--- config.mk ---
export PLATFORM = sky130hd
export DESIGN_NAME = sflash_cmd_if
export DESIGN_NICKNAME = d
export VERILOG_FILES = /design/src/rtl/sfci_pkg.sv /design/src/rtl/sfci_pin_sync.sv /design/src/rtl/sfci_rom_array.sv /design/src/rtl/sfci_shift_out.sv /design/src/rtl/sfci_cmd_decode.sv /design/src/rtl/sflash_cmd_if.sv
export SDC_FILE = /design/constraint.sdc
export NUM_CORES = 1
export LEC_CHECK = 0
export ABC_CLOCK_PERIOD_IN_PS = 2500
export BUFFER_PORTS_ARGS = -buffer_cell sky130_fd_sc_hd__buf_2
export CORE_MARGIN = 3
export CORE_UTILIZATION = 50
export DETAILED_ROUTE_END_ITERATION = 8
export GPL_TIMING_DRIVEN = 0
export PLACE_DENSITY_LB_ADDON = 0.12
export SYNTH_ARGS = -nofsm -noshare
export SYNTH_HDL_FRONTEND = slang
export SYNTH_HIERARCHICAL = 1
export SYNTH_SLANG_ARGS = --single-unit
--- constraint.sdc ---
create_clock -name clk -period 2.5 [get_ports clk]
set_input_delay 0.125 -clock clk [delete_from_list [all_inputs] [get_ports clk]]
set_output_delay 0.125 -clock clk [all_outputs]
set_load 0.05 [all_outputs]
--- src/rtl/sfci_pkg.sv ---
package sfci_pkg;

    localparam logic [7:0] OP_WREN   = 8'h06;
    localparam logic [7:0] OP_WRDI   = 8'h04;
    localparam logic [7:0] OP_RDID   = 8'h9F;
    localparam logic [7:0] OP_RDSR   = 8'h05;
    localparam logic [7:0] OP_WRSR   = 8'h01;
    localparam logic [7:0] OP_READ   = 8'h03;
    localparam logic [7:0] OP_FREAD  = 8'h0B;
    localparam logic [7:0] OP_SE     = 8'h20;
    localparam logic [7:0] OP_BE_A   = 8'h52;
    localparam logic [7:0] OP_BE_B   = 8'hD8;
    localparam logic [7:0] OP_CE_A   = 8'h60;
    localparam logic [7:0] OP_CE_B   = 8'hC7;
    localparam logic [7:0] OP_PP     = 8'h02;
    localparam logic [7:0] OP_DP     = 8'hB9;
    localparam logic [7:0] OP_RDP    = 8'hAB;

    localparam logic [7:0] ID_MAKER  = 8'hC2;
    localparam logic [7:0] ID_TYPE   = 8'h22;

    // Command classes: what follows the opcode byte
    typedef enum logic [3:0] {
        CL_NONE,
        CL_RDSR,
        CL_RDID,
        CL_READ,
        CL_FREAD,
        CL_SHORT,
        CL_ERASE,
        CL_PP,
        CL_WRSR
    } cmd_cls_e;

    // Source of bytes on the serial output
    typedef enum logic [1:0] {
        SRC_MEM,
        SRC_ID,
        SRC_STAT
    } out_src_e;

    // Receive-side frame state
    typedef enum logic [2:0] {
        ST_IDLE,
        ST_OPC,
        ST_ADDR,
        ST_DUMMY,
        ST_OUT,
        ST_WDATA,
        ST_END,
        ST_SKIP
    } rx_st_e;

    typedef struct packed {
        logic [7:0]  code;
        logic [23:0] addr;
    } cmd_rec_t;

    function automatic cmd_cls_e classify(input logic [7:0] op);
        cmd_cls_e c;
        case (op)
            OP_RDSR:                  c = CL_RDSR;
            OP_RDID:                  c = CL_RDID;
            OP_READ:                  c = CL_READ;
            OP_FREAD:                 c = CL_FREAD;
            OP_WREN, OP_WRDI,
            OP_DP, OP_RDP,
            OP_CE_A, OP_CE_B:         c = CL_SHORT;
            OP_SE, OP_BE_A, OP_BE_B:  c = CL_ERASE;
            OP_PP:                    c = CL_PP;
            OP_WRSR:                  c = CL_WRSR;
            default:                  c = CL_NONE;
        endcase
        return c;
    endfunction

    // Fill pattern of the read-only array
    function automatic logic [7:0] fill_byte(input int unsigned idx);
        int unsigned v;
        v = idx * 7 + 32'h3C;
        return v[7:0];
    endfunction

endpackage

--- src/rtl/sfci_pin_sync.sv ---
module sfci_pin_sync #(
    parameter int STAGES = 2
) (
    input  logic clk,
    input  logic rst,
    input  logic cs_n,
    input  logic sclk,
    input  logic si,
    output logic cs_s,
    output logic si_s,
    output logic sclk_rise,
    output logic sclk_fall,
    output logic cs_rise,
    output logic cs_fall
);
    // bit 2 = chip select, bit 1 = serial clock, bit 0 = serial data
    localparam logic [2:0] IDLE_PINS = 3'b100;

    logic [2:0] pipe [STAGES];
    logic [2:0] prev;
    logic [2:0] cur;

    always_ff @(posedge clk) begin
        if (rst) begin
            for (int k = 0; k < STAGES; k++) pipe[k] <= IDLE_PINS;
            prev <= IDLE_PINS;
        end else begin
            pipe[0] <= {cs_n, sclk, si};
            for (int k = 1; k < STAGES; k++) pipe[k] <= pipe[k-1];
            prev <= pipe[STAGES-1];
        end
    end

    assign cur       = pipe[STAGES-1];
    assign cs_s      = cur[2];
    assign si_s      = cur[0];
    assign sclk_rise =  cur[1] & ~prev[1];
    assign sclk_fall = ~cur[1] &  prev[1];
    assign cs_rise   =  cur[2] & ~prev[2];
    assign cs_fall   = ~cur[2] &  prev[2];

endmodule

--- src/rtl/sfci_rom_array.sv ---
module sfci_rom_array
    import sfci_pkg::*;
#(
    parameter int ADDR_W = 8
) (
    input  logic              clk,
    input  logic              rst,
    input  logic [ADDR_W-1:0] rd_addr,
    output logic [7:0]        rd_data
);
    localparam int DEPTH = 1 << ADDR_W;

    logic [7:0] cells [DEPTH];

    for (genvar i = 0; i < DEPTH; i++) begin : g_cell
        always_ff @(posedge clk) begin
            if (rst) cells[i] <= fill_byte(i);
        end
    end

    assign rd_data = cells[rd_addr];

endmodule

--- src/rtl/sfci_shift_out.sv ---
module sfci_shift_out
    import sfci_pkg::*;
#(
    parameter int         ADDR_W     = 8,
    parameter logic [7:0] DENSITY_ID = 8'h11
) (
    input  logic              clk,
    input  logic              rst,
    input  logic              load,
    input  out_src_e          src,
    input  logic [ADDR_W-1:0] start_addr,
    input  logic              active,
    input  logic              sclk_fall,
    input  logic [7:0]        status_in,
    input  logic [7:0]        mem_data,
    output logic [ADDR_W-1:0] mem_addr,
    output logic              so_bit
);
    localparam logic [ADDR_W-1:0] ID_LAST = ADDR_W'(2);

    logic [ADDR_W-1:0] ptr;
    logic [2:0]        cnt;
    logic [6:0]        rest;
    out_src_e          src_q;
    logic [7:0]        cur_byte;

    always_comb begin
        case (src_q)
            SRC_MEM:  cur_byte = mem_data;
            SRC_ID: begin
                if (ptr == '0)                 cur_byte = ID_MAKER;
                else if (ptr == ADDR_W'(1))    cur_byte = ID_TYPE;
                else                           cur_byte = DENSITY_ID;
            end
            default:  cur_byte = status_in;
        endcase
    end

    always_ff @(posedge clk) begin
        if (rst) begin
            ptr    <= '0;
            cnt    <= '0;
            rest   <= '0;
            src_q  <= SRC_STAT;
            so_bit <= 1'b0;
        end else if (load) begin
            ptr   <= start_addr;
            cnt   <= '0;
            src_q <= src;
        end else if (active && sclk_fall) begin
            if (cnt == 3'd0) begin
                so_bit <= cur_byte[7];
                rest   <= cur_byte[6:0];
            end else begin
                so_bit <= rest[6];
                rest   <= {rest[5:0], 1'b0};
            end
            if (cnt == 3'd7) begin
                if (src_q == SRC_ID && ptr == ID_LAST) ptr <= '0;
                else                                   ptr <= ptr + 1'b1;
            end
            cnt <= cnt + 3'd1;
        end
    end

    assign mem_addr = ptr;

    // the identification index never leaves its three entries
    p_id_index_r4: assert property (@(posedge clk) disable iff (rst)
        (active && src_q == SRC_ID) |-> (ptr <= ID_LAST));

endmodule

--- src/rtl/sfci_cmd_decode.sv ---
module sfci_cmd_decode
    import sfci_pkg::*;
(
    input  logic        clk,
    input  logic        rst,
    input  logic        cs_fall,
    input  logic        cs_rise,
    input  logic        sclk_rise,
    input  logic        si_s,
    input  logic        busy,
    output logic        out_en,
    output out_src_e    out_src,
    output logic        out_load,
    output logic [23:0] out_addr,
    output logic        cmd_valid,
    output logic [7:0]  cmd_code,
    output logic [23:0] cmd_addr,
    output logic        wdata_valid,
    output logic [7:0]  wdata,
    output logic        dpd
);
    rx_st_e      st;
    cmd_cls_e    cls_q;
    logic [2:0]  bitcnt;
    logic [6:0]  sh;
    logic [7:0]  opc;
    logic [23:0] addr;
    logic [1:0]  abytes;
    logic        got_byte;
    cmd_rec_t    rec;

    logic [7:0]  byte_in;
    logic        byte_done;
    cmd_cls_e    cls_in;
    logic        gate_ok;
    logic        frame_ok;

    assign byte_in   = {sh, si_s};
    assign byte_done = sclk_rise && (bitcnt == 3'd7) && (st != ST_IDLE);
    assign cls_in    = classify(byte_in);
    assign gate_ok   = (cls_in != CL_NONE)
                     && (!dpd || byte_in == OP_RDP)
                     && (!busy || cls_in == CL_RDSR);
    assign frame_ok  = (bitcnt == 3'd0)
                     && ((st == ST_END) || (st == ST_WDATA && got_byte));

    always_ff @(posedge clk) begin
        if (rst) begin
            st          <= ST_IDLE;
            cls_q       <= CL_NONE;
            bitcnt      <= '0;
            sh          <= '0;
            opc         <= '0;
            addr        <= '0;
            abytes      <= '0;
            got_byte    <= 1'b0;
            out_src     <= SRC_STAT;
            out_load    <= 1'b0;
            cmd_valid   <= 1'b0;
            rec         <= '0;
            wdata_valid <= 1'b0;
            wdata       <= '0;
            dpd         <= 1'b0;
        end else begin
            out_load    <= 1'b0;
            cmd_valid   <= 1'b0;
            wdata_valid <= 1'b0;
            if (cs_fall) begin
                st       <= ST_OPC;
                bitcnt   <= '0;
                abytes   <= '0;
                addr     <= '0;
                got_byte <= 1'b0;
            end else if (cs_rise) begin
                if (frame_ok && st != ST_IDLE) begin
                    cmd_valid <= 1'b1;
                    rec       <= '{code: opc, addr: addr};
                    if (opc == OP_DP)  dpd <= 1'b1;
                    if (opc == OP_RDP) dpd <= 1'b0;
                end
                st <= ST_IDLE;
            end else if (sclk_rise && st != ST_IDLE) begin
                sh     <= byte_in[6:0];
                bitcnt <= bitcnt + 3'd1;
                if (byte_done) begin
                    case (st)
                        ST_OPC: begin
                            opc   <= byte_in;
                            cls_q <= cls_in;
                            if (!gate_ok) begin
                                st <= ST_SKIP;
                            end else begin
                                case (cls_in)
                                    CL_RDSR: begin
                                        st       <= ST_OUT;
                                        out_src  <= SRC_STAT;
                                        out_load <= 1'b1;
                                    end
                                    CL_RDID: begin
                                        st       <= ST_OUT;
                                        out_src  <= SRC_ID;
                                        out_load <= 1'b1;
                                    end
                                    CL_SHORT: st <= ST_END;
                                    CL_WRSR:  st <= ST_WDATA;
                                    default:  st <= ST_ADDR;
                                endcase
                            end
                        end
                        ST_ADDR: begin
                            addr   <= {addr[15:0], byte_in};
                            abytes <= abytes + 2'd1;
                            if (abytes == 2'd2) begin
                                case (cls_q)
                                    CL_READ: begin
                                        st       <= ST_OUT;
                                        out_src  <= SRC_MEM;
                                        out_load <= 1'b1;
                                    end
                                    CL_FREAD: st <= ST_DUMMY;
                                    CL_PP:    st <= ST_WDATA;
                                    default:  st <= ST_END;
                                endcase
                            end
                        end
                        ST_DUMMY: begin
                            st       <= ST_OUT;
                            out_src  <= SRC_MEM;
                            out_load <= 1'b1;
                        end
                        ST_WDATA: begin
                            wdata_valid <= 1'b1;
                            wdata       <= byte_in;
                            got_byte    <= 1'b1;
                            if (cls_q == CL_WRSR) st <= ST_END;
                        end
                        ST_END:  st <= ST_SKIP;
                        default: ;
                    endcase
                end
            end
        end
    end

    assign out_en   = (st == ST_OUT);
    assign out_addr = addr;
    assign cmd_code = rec.code;
    assign cmd_addr = rec.addr;

    // a reported command lasts one cycle
    p_valid_pulse_r6: assert property (@(posedge clk) disable iff (rst)
        cmd_valid |=> !cmd_valid);

    // a report only ever follows a chip-select release
    p_valid_after_release_r6: assert property (@(posedge clk) disable iff (rst)
        cmd_valid |-> $past(cs_rise));

    // payload bytes are single-cycle strobes
    p_wdata_pulse_r8: assert property (@(posedge clk) disable iff (rst)
        wdata_valid |=> !wdata_valid);

    // a rejected frame stays rejected until chip select toggles
    p_skip_holds_r10: assert property (@(posedge clk) disable iff (rst)
        (st == ST_SKIP && !cs_fall) |=> (st == ST_SKIP || st == ST_IDLE));

    // while powered down only the release command is reported
    p_dpd_only_release_r12: assert property (@(posedge clk) disable iff (rst)
        (cmd_valid && $past(dpd)) |-> (cmd_code == OP_RDP));

endmodule

--- src/rtl/sflash_cmd_if.sv ---
module sflash_cmd_if
    import sfci_pkg::*;
#(
    parameter int         ADDR_W      = 8,
    parameter logic [7:0] DENSITY_ID  = 8'h11,
    parameter int         SYNC_STAGES = 2
) (
    input  logic        clk,
    input  logic        rst,
    input  logic        sclk,
    input  logic        cs_n,
    input  logic        si,
    input  logic        busy,
    input  logic [7:0]  status_in,
    output logic        so,
    output logic        so_oe,
    output logic        cmd_valid,
    output logic [7:0]  cmd_code,
    output logic [23:0] cmd_addr,
    output logic        wdata_valid,
    output logic [7:0]  wdata
);
    logic              cs_s, si_s;
    logic              sclk_rise, sclk_fall, cs_rise, cs_fall;
    logic              out_en, out_load, dpd;
    out_src_e          out_src;
    logic [23:0]       out_addr;
    logic [ADDR_W-1:0] mem_addr;
    logic [7:0]        mem_data;

    sfci_pin_sync #(.STAGES(SYNC_STAGES)) u_sync (
        .clk       (clk),
        .rst       (rst),
        .cs_n      (cs_n),
        .sclk      (sclk),
        .si        (si),
        .cs_s      (cs_s),
        .si_s      (si_s),
        .sclk_rise (sclk_rise),
        .sclk_fall (sclk_fall),
        .cs_rise   (cs_rise),
        .cs_fall   (cs_fall)
    );

    sfci_cmd_decode u_dec (
        .clk         (clk),
        .rst         (rst),
        .cs_fall     (cs_fall),
        .cs_rise     (cs_rise),
        .sclk_rise   (sclk_rise),
        .si_s        (si_s),
        .busy        (busy),
        .out_en      (out_en),
        .out_src     (out_src),
        .out_load    (out_load),
        .out_addr    (out_addr),
        .cmd_valid   (cmd_valid),
        .cmd_code    (cmd_code),
        .cmd_addr    (cmd_addr),
        .wdata_valid (wdata_valid),
        .wdata       (wdata),
        .dpd         (dpd)
    );

    sfci_rom_array #(.ADDR_W(ADDR_W)) u_mem (
        .clk     (clk),
        .rst     (rst),
        .rd_addr (mem_addr),
        .rd_data (mem_data)
    );

    sfci_shift_out #(.ADDR_W(ADDR_W), .DENSITY_ID(DENSITY_ID)) u_tx (
        .clk        (clk),
        .rst        (rst),
        .load       (out_load),
        .src        (out_src),
        .start_addr (out_addr[ADDR_W-1:0]),
        .active     (out_en),
        .sclk_fall  (sclk_fall),
        .status_in  (status_in),
        .mem_data   (mem_data),
        .mem_addr   (mem_addr),
        .so_bit     (so)
    );

    assign so_oe = out_en;

    // output drive is released once chip select goes inactive
    p_release_on_deselect_r1: assert property (@(posedge clk) disable iff (rst)
        cs_rise |=> !so_oe);

    // the interface leaves reset neither driving nor powered down
    p_reset_quiet_r13: assert property (@(posedge clk)
        $past(rst) |-> (!so_oe && !cmd_valid && !dpd));

endmodule

==> results of run 1 <==
[flip-flops by register name, summed over array words and instances (netlist names), 2 cells and up]
signal          count
u_dec/abytes        2
u_sync/pipe         6
u_dec/wdata         8
u_tx/src_q          2
u_dec/cls_q         4
u_dec/out_addr     24
u_dec/cmd_code      8
u_dec/st            3
u_tx/cnt            3
u_tx/mem_addr       8
u_sync/prev         2
u_dec/sh            7
u_dec/out_src       2
u_dec/cmd_addr     24
u_dec/opc           8
u_dec/bitcnt        3
u_tx/rest           7
[path summary, 6_finish.rpt]
kind                                                     end  cells after the start
worst max register to register     u_tx/rest[5]$_SDFFE_PP0P_                      8
worst min register to register  u_sync/pipe[0][5]$_SDFF_PP1_                      1
worst max-delay path               u_tx/rest[5]$_SDFFE_PP0P_                      8
worst min-delay path            u_sync/pipe[0][0]$_SDFF_PP0_                      2
[worst reg2reg max path, stage by stage, from the launching register on]
cell,delay [ns]
dfxtp_4,0.43
inv_1,0.12
ha_1,0.24
o21a_1,0.18
mux4_2,0.45
o21a_1,0.19
a221o_1,0.32
o221ai_1,0.18
a21oi_1,0.10
[stage by stage]
stage          total power, W  hold WS [ns]  setup TNS, ns
2_1_floorplan         0.00221         0.197              0
3_3_place_gp          0.00226         0.302         -0.106
3_5_place_dp          0.00227         0.307         -0.125
4_1_cts               0.00494        0.0541              0
5_1_grt               0.00506        0.0700              0
6_report              0.00489        0.0605              0
[placed cells by master, fill, tap and decap left out, types with 7 or more instances in the layout]
| master | count |
|---|---|
| clkbuf_16 | 17 |
| o21ai_0 | 18 |
| ha_1 | 16 |
| a21oi_1 | 51 |
| nand3_1 | 9 |
| nand2_1 | 79 |
| nand2b_1 | 8 |
| nand3b_1 | 7 |
| inv_1 | 18 |
| mux2i_1 | 62 |
| nor4_1 | 9 |
| buf_2 | 72 |
| nor3_1 | 12 |
| nor2b_1 | 24 |
| clkbuf_1 | 33 |
| nor2_1 | 93 |
| dfxtp_1 | 124 |
| a211oi_1 | 8 |
[power groups by stage]
| stage | clock (W) | combinational (W) | sequential, W |
|---|---|---|---|
| after global routing | 0.00281 | 0.000188 | 0.00206 |
| after global placement | 0 | 0.000165 | 0.00210 |
| after floorplan | 0 | 0.000116 | 0.00209 |
| after CTS | 0.00271 | 0.000170 | 0.00206 |
| after detailed placement | 0 | 0.000166 | 0.00210 |
| final | 0.00267 | 0.000171 | 0.00205 |
[metal layers]
metal / vias to the layer above / global-route usage [%]
met1: 2638 / 29.5
met5: - / 0
met2: 116 / 40.2
met3: 9 / 4.83
li1: 2758 / -
met4: 0 / 6.81
[cell families after synthesis]
| group | share of synthesized area, % |
|---|---|
| simple gates | 24.8 |
| compound gates | 15.0 |
| flops | 40.2 |
| buf+inv | 4.89 |
| mux | 10.4 |
| fa+ha+maj | 3.36 |
| xor+xnor | 1.39 |
[layout make-up]
| type | count | area [sq um] | share of cell area [%] |
|---|---|---|---|
| clock buffers | 18 | 439 | 5.83 |
| inverters | 18 | 67.6 | 0.897 |
| multi-input cells | 537 | 3500 | 46.4 |
| repair buffers | 61 | 323 | 4.28 |
| plain buffers | 53 | 244 | 3.24 |
| well taps | 168 | 210 | 2.79 |
| clock inverters | 14 | 204 | 2.71 |
| flip-flops and latches | 127 | 2550 | 33.9 |
[repair_timing]
action / 4_1_cts / 5_1_grt
pin swaps: 0 / 2
gates cloned: 0 / 0
setup endpoints to repair: 1 / 55
setup buffers: 0 / 1
hold endpoints to repair: 3 / 0
hold buffers: 3 / 0
gates resized for setup: 2 / 11
==> flow_summary.json, run 1 <==
{
  "synthArstFlopShare_pct": 0,
  "met2_length_um": 7950,
  "cts-root-buf": "clkbuf_16",
  "grt_use_total_pct": 23.3,
  "max_stage_delay_ns": 0.45,
  "grt-ovfl-total": 0,
  "r2r-start": "u_tx/mem_addr[0]$_SDFFE_PP0P_",
  "pwr-share-clk_pct": 54.5,
  "min-delay-start": "rst",
  "wl_per_cell_um": 16.0,
  "drtPass1Iterations": 5,
  "maxSlewHeadroom_pct": 61.5,
  "gp_congestion": 0.858,
  "setup_viol": 0,
  "n_antenna_cell": 0,
  "die_w_um": 118,
  "status": "finished, final reports clean",
  "htree_levels": 4,
  "cts_tree": "done",
  "die_h_um": 118,
  "crit_path_cell_trace": "inv_1 > ha_1 > o21a_1 > mux4_2 > o21a_1 > a221o_1 > o221ai_1 > a21oi_1",
  "wl_met1_um": 7220,
  "syn2layout_area_growth_pct": 19.2,
  "maxClockFrequency_mhz": 430,
  "final_core_util_pct": 62.0,
  "top_layer_used": "met4",
  "cts_buffer_depth": 2,
  "coreArea_sq_um": 12200,
  "start_util_pct": 52.0,
  "hpwl_um": 11500,
  "synth_seq_cells": 127,
  "maxCapViolations": 0,
  "yosys-top-cells-count": "dfxtp_1 (127), nor2_1 (93), nand2_1 (79), mux2i_1 (62), a21oi_1 (51)",
  "cp-end-kind": "register",
  "ys_seq_area_share_pct": 40.2,
  "cp_top_family": "compound AO/OA/AOI/OAI gates",
  "wl_um": 15900,
  "rsz0062_at_grt": "false",
  "die_area_sq_um": 14000,
  "worst_hold_path_type": "in2reg",
  "dp_cells": 960,
  "synth_fp_nets": 766,
  "vias": 5521,
  "yosys_warnings": 6,
  "p_leak_nw": 3.16,
  "powerDensity_nw_per_um2": 649,
  "crit_slowest_cell": "mux4_2",
  "synth_area_per_cell_sq_um": 8.60,
  "drc": 0,
  "synth_top_cell_area_share_pct": 40.2,
  "synth_top_flop_cell": "dfxtp_1",
  "port_buffers": 57,
  "cts_buffers": 17,
  "switching_share_pct": 22.0,
  "drt-vias-per-instance": 5.54,
  "switchingPower_w": 0.00108,
  "yosysTopAreaCell": "dfxtp_1",
  "wl_met3_um": 589,
  "numClockSinks": 127,
  "start_kind": "register",
  "clock_latency_ns": 0.41,
  "critPathLaunch": "u_tx/mem_addr[0]$_SDFFE_PP0P_",
  "first_iter_violations": 419,
  "period_share_pct": 93.1,
  "maxSlewViolCount": 0,
  "fillers": 1123,
  "p_int_w": 0.00382,
  "ant_nets": 0,
  "cp.required_ns": 2.77,
  "placed_area_sq_um": 6830,
  "skew_ns": 0.00701,
  "r2r_setup_slack_ns": 0.17,
  "netlist_instances": 735,
  "grt_start_max_net_pins": 19,
  "final_cells": 996,
  "num_rows": 40,
  "crit_arrival_ns": 2.60,
  "ir_drop_uv": 444,
  "netlist_area_sq_um": 6320,
  "netlist_top_cells_area": "dfxtp_1 (40%), mux2i_1 (9.8%), nor2_1 (5.5%)",
  "pwr-share-seq_pct": 42.0,
  "critPathKind": "reg2reg",
  "place_ws_ns": -0.125,
  "num_io_pins": 58,
  "postLayoutCellArea_sq_um": 7540,
  "crit_buf_inv": 1,
  "clkTransAtPathRegs_ns": 0.06,
  "synth_edf_count": 0,
  "antenna_found_initial": 0,
  "synth_most_common_cell": "dfxtp_1",
  "grt_pass1_wl_um": 26700,
  "setup_ws_ns": 0.172,
  "drive_gt1_share_pct": 16.7,
  "tightestPinTransition_ns": 0.578,
  "crit_fanout": 12,
  "num-nets-final": 846,
  "layout_min_cycle_time_ns": 2.33,
  "grt_pass1_vias": 5350,
  "combPwrFrac_pct": 3.5,
  "synth_cell_type_count": 78,
  "hold_viol": 0,
  "worst_path_most_repeated_cell": "o21a_1"
}
(Power assumes the default switching activity.)
==> run 2, diff against run 1 <==
Settings changed: BUFFER_PORTS_ARGS -buffer_cell sky130_fd_sc_hd__buf_2 to unset, DONT_BUFFER_PORTS set to 1, SLEW_MARGIN set to 20.
==> run 2 against run 1 <==
Against the previous run:
- power fell by 8.4%
- critical path depth is 1 lower
- wire length rose by 0.56%
- non-clock buffer count down 54
- clock-buffer cell count unchanged
- worst hold slack got worse by 0.021 ns
- first-iteration DRC count unchanged
- fmax decreased by 1.9%
- global-route usage fell by 0.34 points
- utilization shrank 2.9 points
==> flow_summary.json, run 2 (synthesis gave the netlist of run 1 again) <==
{
  "status": "finished, final reports clean",
  "skew_ns": 0.0120,
  "num_rows": 40,
  "r2r_setup_slack_ns": 0.13,
  "most-common-layout-cells": "dfxtp_1 (124), nor2_1 (93), nand2_1 (78)",
  "die_w_um": 118,
  "grt-ovfl-total": 0,
  "start_kind": "register",
  "n_antenna_cell": 0,
  "drt-vias-per-instance": 5.74,
  "syn2layout_area_growth_pct": 13.7,
  "holdWs_ns": 0.0398,
  "grt_start_max_net_pins": 19,
  "htree_levels": 4,
  "die_h_um": 118,
  "rr_worst_depth": 7,
  "hold_viol": 0,
  "cts_buffers": 17,
  "ir_drop_uv": 444,
  "critPathKind": "reg2reg",
  "numClockSinks": 127,
  "first_iter_violations": 419,
  "num-nets-final": 792,
  "wl_um": 16000,
  "p_total_w": 0.00448,
  "grt_use_total_pct": 23.0,
  "crit_arrival_ns": 2.64,
  "start_util_pct": 52.0,
  "min-delay-start": "status_in[6]",
  "gp_congestion": 0.856,
  "r2r_end": "u_tx/rest[4]$_SDFFE_PP0P_",
  "maxSlewViolCount": 0,
  "setup_viol": 0,
  "tightestPinTransition_ns": 0.723,
  "cts_tree": "done",
  "wl_per_cell_um": 17.0,
  "hold_depth": 2,
  "vias": 5403,
  "crit_fanout": 10,
  "num_io_pins": 58,
  "ant_nets": 0,
  "worst_hold_path_type": "in2reg",
  "p_leak_nw": 2.84,
  "powerDensity_nw_per_um2": 623,
  "drtPass1Iterations": 7,
  "clkTransAtPathRegs_ns": 0.06,
  "grt_pass1_vias": 5151,
  "port_buffers": 0,
  "antenna_found_initial": 1,
  "hpwl_um": 11300,
  "cp.required_ns": 2.76,
  "layout_min_cycle_time_ns": 2.37,
  "hold_path_end": "u_tx/rest[6]$_SDFFE_PP0P_",
  "drive_gt1_share_pct": 10.9,
  "maxClockFrequency_mhz": 421,
  "maxSlewHeadroom_pct": 51.6,
  "die_area_sq_um": 14000,
  "period_share_pct": 94.9,
  "maxCapViolations": 0,
  "cp-end-kind": "register",
  "drc": 0,
  "final_common_cell": "dfxtp_1",
  "grt_pass1_wl_um": 26200,
  "r2r-start": "u_dec/st[2]$_SDFFE_PP0P_",
  "cts-root-buf": "clkbuf_16",
  "cts_buffer_depth": 2,
  "clock_latency_ns": 0.42,
  "coreArea_sq_um": 12200
}
[run 2: cell types whose count changed in the layout (fill, tap and decap cells not counted), sizes merged]
cell | before | now
buf | 74 | 20
bufinv | 4 | 0
clkbuf | 55 | 54
dlygate4sd3 | 3 | 4
inv | 22 | 23
clkinv | 4 | 6
[run 2: through the flow]
stage	instance area, sq um	setup slack, ns	util (%)	setup TNS (ns)	cells
floorplan	6330	0.208	-	0	735
global placement	6540	-0.266	53.8	-1.53	903
detailed placement	6540	-0.266	53.8	-1.74	903
CTS	7130	0.0192	58.7	0	937
global route	7190	-0.00351	59.1	-0.00351	941
finish	7190	0.127	59.1	0	941
[run 2: where the power goes]
part / switching [W] / leakage (nW) / total, W / internal [W]
Clock: 0.000958 / 0.265 / 0.00226 / 0.00131
Combinational: 0.000101 / 1.55 / 0.000163 / 0.0000628
Sequential: 0.0000185 / 1.03 / 0.00205 / 0.00204
[run 2: what timing repair did]
action,in CTS,in global routing
hold endpoints to repair,16,0
buffers inserted,0,4
pin swaps,1,4
hold buffers,4,0
endpoints found under the setup margin,14,42
gates resized for setup,6,8
[run 2: worst max-delay path: stages, from the launching register on]
cell and delay, ns:
dfxtp_1 0.40, clkbuf_4 0.24, inv_1 0.16, nor3_4 0.59, and3b_2 0.37, nand2_1 0.11
a221oi_1 0.23, a221oi_1 0.12
[run 2: worst max path at each step]
stage / to / start / slack [ns] / cells past startpoint
final: u_tx/rest[4]$_SDFFE_PP0P_ / u_dec/st[2]$_SDFFE_PP0P_ / 0.13 / 7
after global routing: u_tx/rest[4]$_SDFFE_PP0P_ / u_dec/st[2]$_SDFFE_PP0P_ / -0.004 / 7
after CTS: u_tx/so_bit$_SDFFE_PP0P_ / u_dec/st[2]$_SDFFE_PP0P_ / 0.02 / 8
after detailed placement: u_tx/rest[4]$_SDFFE_PP0P_ / u_dec/st[2]$_SDFFE_PP0P_ / -0.27 / 8
after global placement: u_tx/rest[4]$_SDFFE_PP0P_ / u_dec/st[2]$_SDFFE_PP0P_ / -0.27 / 8
after floorplan: u_tx/rest[4]$_SDFFE_PP0P_ / u_dec/st[2]$_SDFFE_PP0P_ / 0.21 / 8
[run 2: area by class of cell]
| type | count | area [sq um] |
|---|---|---|
| clock inverter | 13 | 106 |
| buffer | 52 | 243 |
| sequential | 127 | 2550 |
| inverter | 18 | 67.6 |
| multi-input combinational | 537 | 3500 |
| tap | 168 | 210 |
| timing repair buffer | 8 | 70.1 |
| clock buffer | 18 | 439 |
| fill | 1125 | 4970 |
[run 2: routing by layer]
metal	GRT usage (%)	part of all wire (%)	wire (um)	vias up
li1	-	-	-	2647
met1	28.0	44	7050	2582
met2	38.6	48	7760	143
met3	6.70	5.1	822	29
met4	8.47	2.3	363	2
met5	0	0.081	13	-
==> run 3, diff against run 2 <==
Settings changed: CORE_UTILIZATION 50 to 55.
==> run 3 against run 2 <==
Against the previous run:
- via count rose by 1.3%
- critical path depth rose by 1
- first-iteration DRC count rose by 23%
- critical endpoint unchanged
- cell area rose by 0.45%
- clock power rose by 8%
- combinational power barely moved
- critical path type unchanged
- flip-flop and latch count did not move
- largest power group unchanged
- highest routed layer is now met4
- clock skew fell by 0.0049 ns
- power rose by 3.8%
==> flow_summary.json, run 3 (synthesis gave the netlist of run 1 again) <==
{
  "status": "finished, final reports clean",
  "fillers": 934,
  "cp-endpoint": "u_tx/rest[4]$_SDFFE_PP0P_",
  "cp.depth": 8,
  "ir_drop_uv": 543,
  "first_iter_violations": 514,
  "tightestPinTransition_ns": 0.740,
  "coreArea_sq_um": 11000,
  "wl_per_cell_um": 17.1,
  "drt-vias-per-instance": 5.96,
  "htree_levels": 4,
  "clock_latency_ns": 0.41,
  "cp.required_ns": 2.77,
  "maxClockFrequency_mhz": 420,
  "maxSlewViolCount": 0,
  "num_rows": 38,
  "final_common_cell": "dfxtp_1",
  "clkTransAtPathRegs_ns": 0.06,
  "powerDensity_nw_per_um2": 644,
  "critPathLaunch": "u_dec/st[2]$_SDFFE_PP0P_",
  "drtPass1Iterations": 5,
  "layout_min_cycle_time_ns": 2.38,
  "met2_length_um": 7510,
  "port_buffers": 0,
  "cts_tree": "done",
  "numClockSinks": 127,
  "r2r_end": "u_tx/rest[4]$_SDFFE_PP0P_",
  "crit_slowest_cell": "nor3_4",
  "seq_area_sq_um": 2550,
  "start_util_pct": 57.3,
  "period_share_pct": 95.2,
  "min-delay-start": "rst",
  "die_area_sq_um": 12800,
  "drc": 0,
  "hold_viol": 0,
  "hpwl_um": 11000,
  "p_leak_nw": 2.87,
  "crit_arrival_ns": 2.64,
  "ant_nets": 0,
  "top_layer_used": "met4",
  "grt-ovfl-total": 0,
  "grt_use_total_pct": 24.7,
  "num-nets-final": 796,
  "wl_um": 15700,
  "wl_met1_um": 7060,
  "cts_buffer_depth": 2,
  "cp-end-kind": "register",
  "setup_viol": 0,
  "r2r_setup_slack_ns": 0.12,
  "grt_start_max_net_pins": 19,
  "fin_setup_tns_ns": 0,
  "maxCapViolations": 0,
  "postLayoutCellArea_sq_um": 7220,
  "grt_pass1_wl_um": 25600,
  "num_io_pins": 58,
  "n_antenna_cell": 0,
  "skew_ns": 0.00712,
  "antenna_found_initial": 0,
  "cts-root-buf": "clkbuf_16",
  "grt_pass1_vias": 5062,
  "max_stage_delay_ns": 0.60,
  "worst_hold_path_type": "in2reg",
  "die_w_um": 113,
  "die_h_um": 113,
  "crit_buf_inv": 3,
  "drive_gt1_share_pct": 10.9,
  "placed_area_sq_um": 6510,
  "crit_path_cell_trace": "clkbuf_4 > inv_1 > nor3_4 > nand2_2 > or2_2 > clkbuf_1 > nand2_1 > a221oi_1",
  "crit_fanout": 10,
  "rr_worst_depth": 8,
  "cts_buffers": 17,
  "gp_congestion": 0.882,
  "multi_input_area_sq_um": 3490,
  "most-common-layout-cells": "dfxtp_1 (125), nor2_1 (93), nand2_1 (78)",
  "cp_top_family": "simple AND/OR/NAND/NOR gates",
  "vias": 5472,
  "syn2layout_area_growth_pct": 14.2,
  "maxSlewHeadroom_pct": 50.5,
  "r2r-start": "u_dec/st[2]$_SDFFE_PP0P_",
  "wl_met3_um": 881,
  "critPathKind": "reg2reg",
  "start_kind": "register"
}
==> run 3: per-stage QoR <==
stage	cells	hold slack, ns	total power (W)	utilization (%)	worst slack [ns]
global placement	875	0.202	0.00225	59.0	-0.246
finish	918	0.0547	0.00465	65.5	0.121
detailed placement	875	0.200	0.00225	59.0	-0.237
CTS	912	0.0368	0.00469	64.9	0.0444
floorplan	735	0.197	0.00221	-	0.208
global route	918	0.0440	0.00480	65.5	-0.00699
==> run 3: area by class of cell <==
| type | count | area share [%] |
|---|---|---|
| Clock inverter | 14 | 2.17 |
| Tap cell | 140 | 2.43 |
| Inverter | 18 | 0.936 |
| Multi-Input combinational cell | 537 | 48.4 |
| Clock buffer | 18 | 5.94 |
| Buffer | 52 | 3.38 |
| Timing Repair Buffer | 12 | 1.46 |
| Sequential cell | 127 | 35.3 |
==> run 3: worst min-delay path by stage <==
stage | to | slack (ns) | cells past startpoint
after floorplan | u_sync/pipe[0][0]$_SDFF_PP0_ | 0.20 | 1
after global routing | u_dec/out_src[0]$_SDFFE_PP0P_ | 0.04 | 2
after global placement | u_sync/pipe[0][3]$_SDFF_PP0_ | 0.20 | 1
final | u_dec/out_src[0]$_SDFFE_PP0P_ | 0.05 | 2
after detailed placement | u_sync/pipe[0][0]$_SDFF_PP0_ | 0.20 | 1
after CTS | u_dec/out_src[0]$_SDFFE_PP0P_ | 0.04 | 2
==> run 3: timing repair <==
item / in CTS / in global routing
pin swaps: 1 / 3
hold buffers: 6 / 0
endpoints found under the hold margin: 16 / 0
setup buffers: 0 / 6
gates resized for setup: 6 / 8
setup endpoints to repair: 9 / 30
gates cloned: 0 / 0
==> run 3: metal layers <==
layer,GRT usage [%],up-vias
met5,0,-
met2,40.5,166
met1,32.5,2633
li1,-,2652
met4,7.13,0
met3,5.88,21
==> run 3: where the power goes <==
part | internal, W | switching, W | total (W)
clock network | 0.00148 | 0.000952 | 0.00244
registers | 0.00204 | 0.0000177 | 0.00205
logic | 0.0000648 | 0.0000963 | 0.000161
total | 0.00358 | 0.00107 | 0.00465
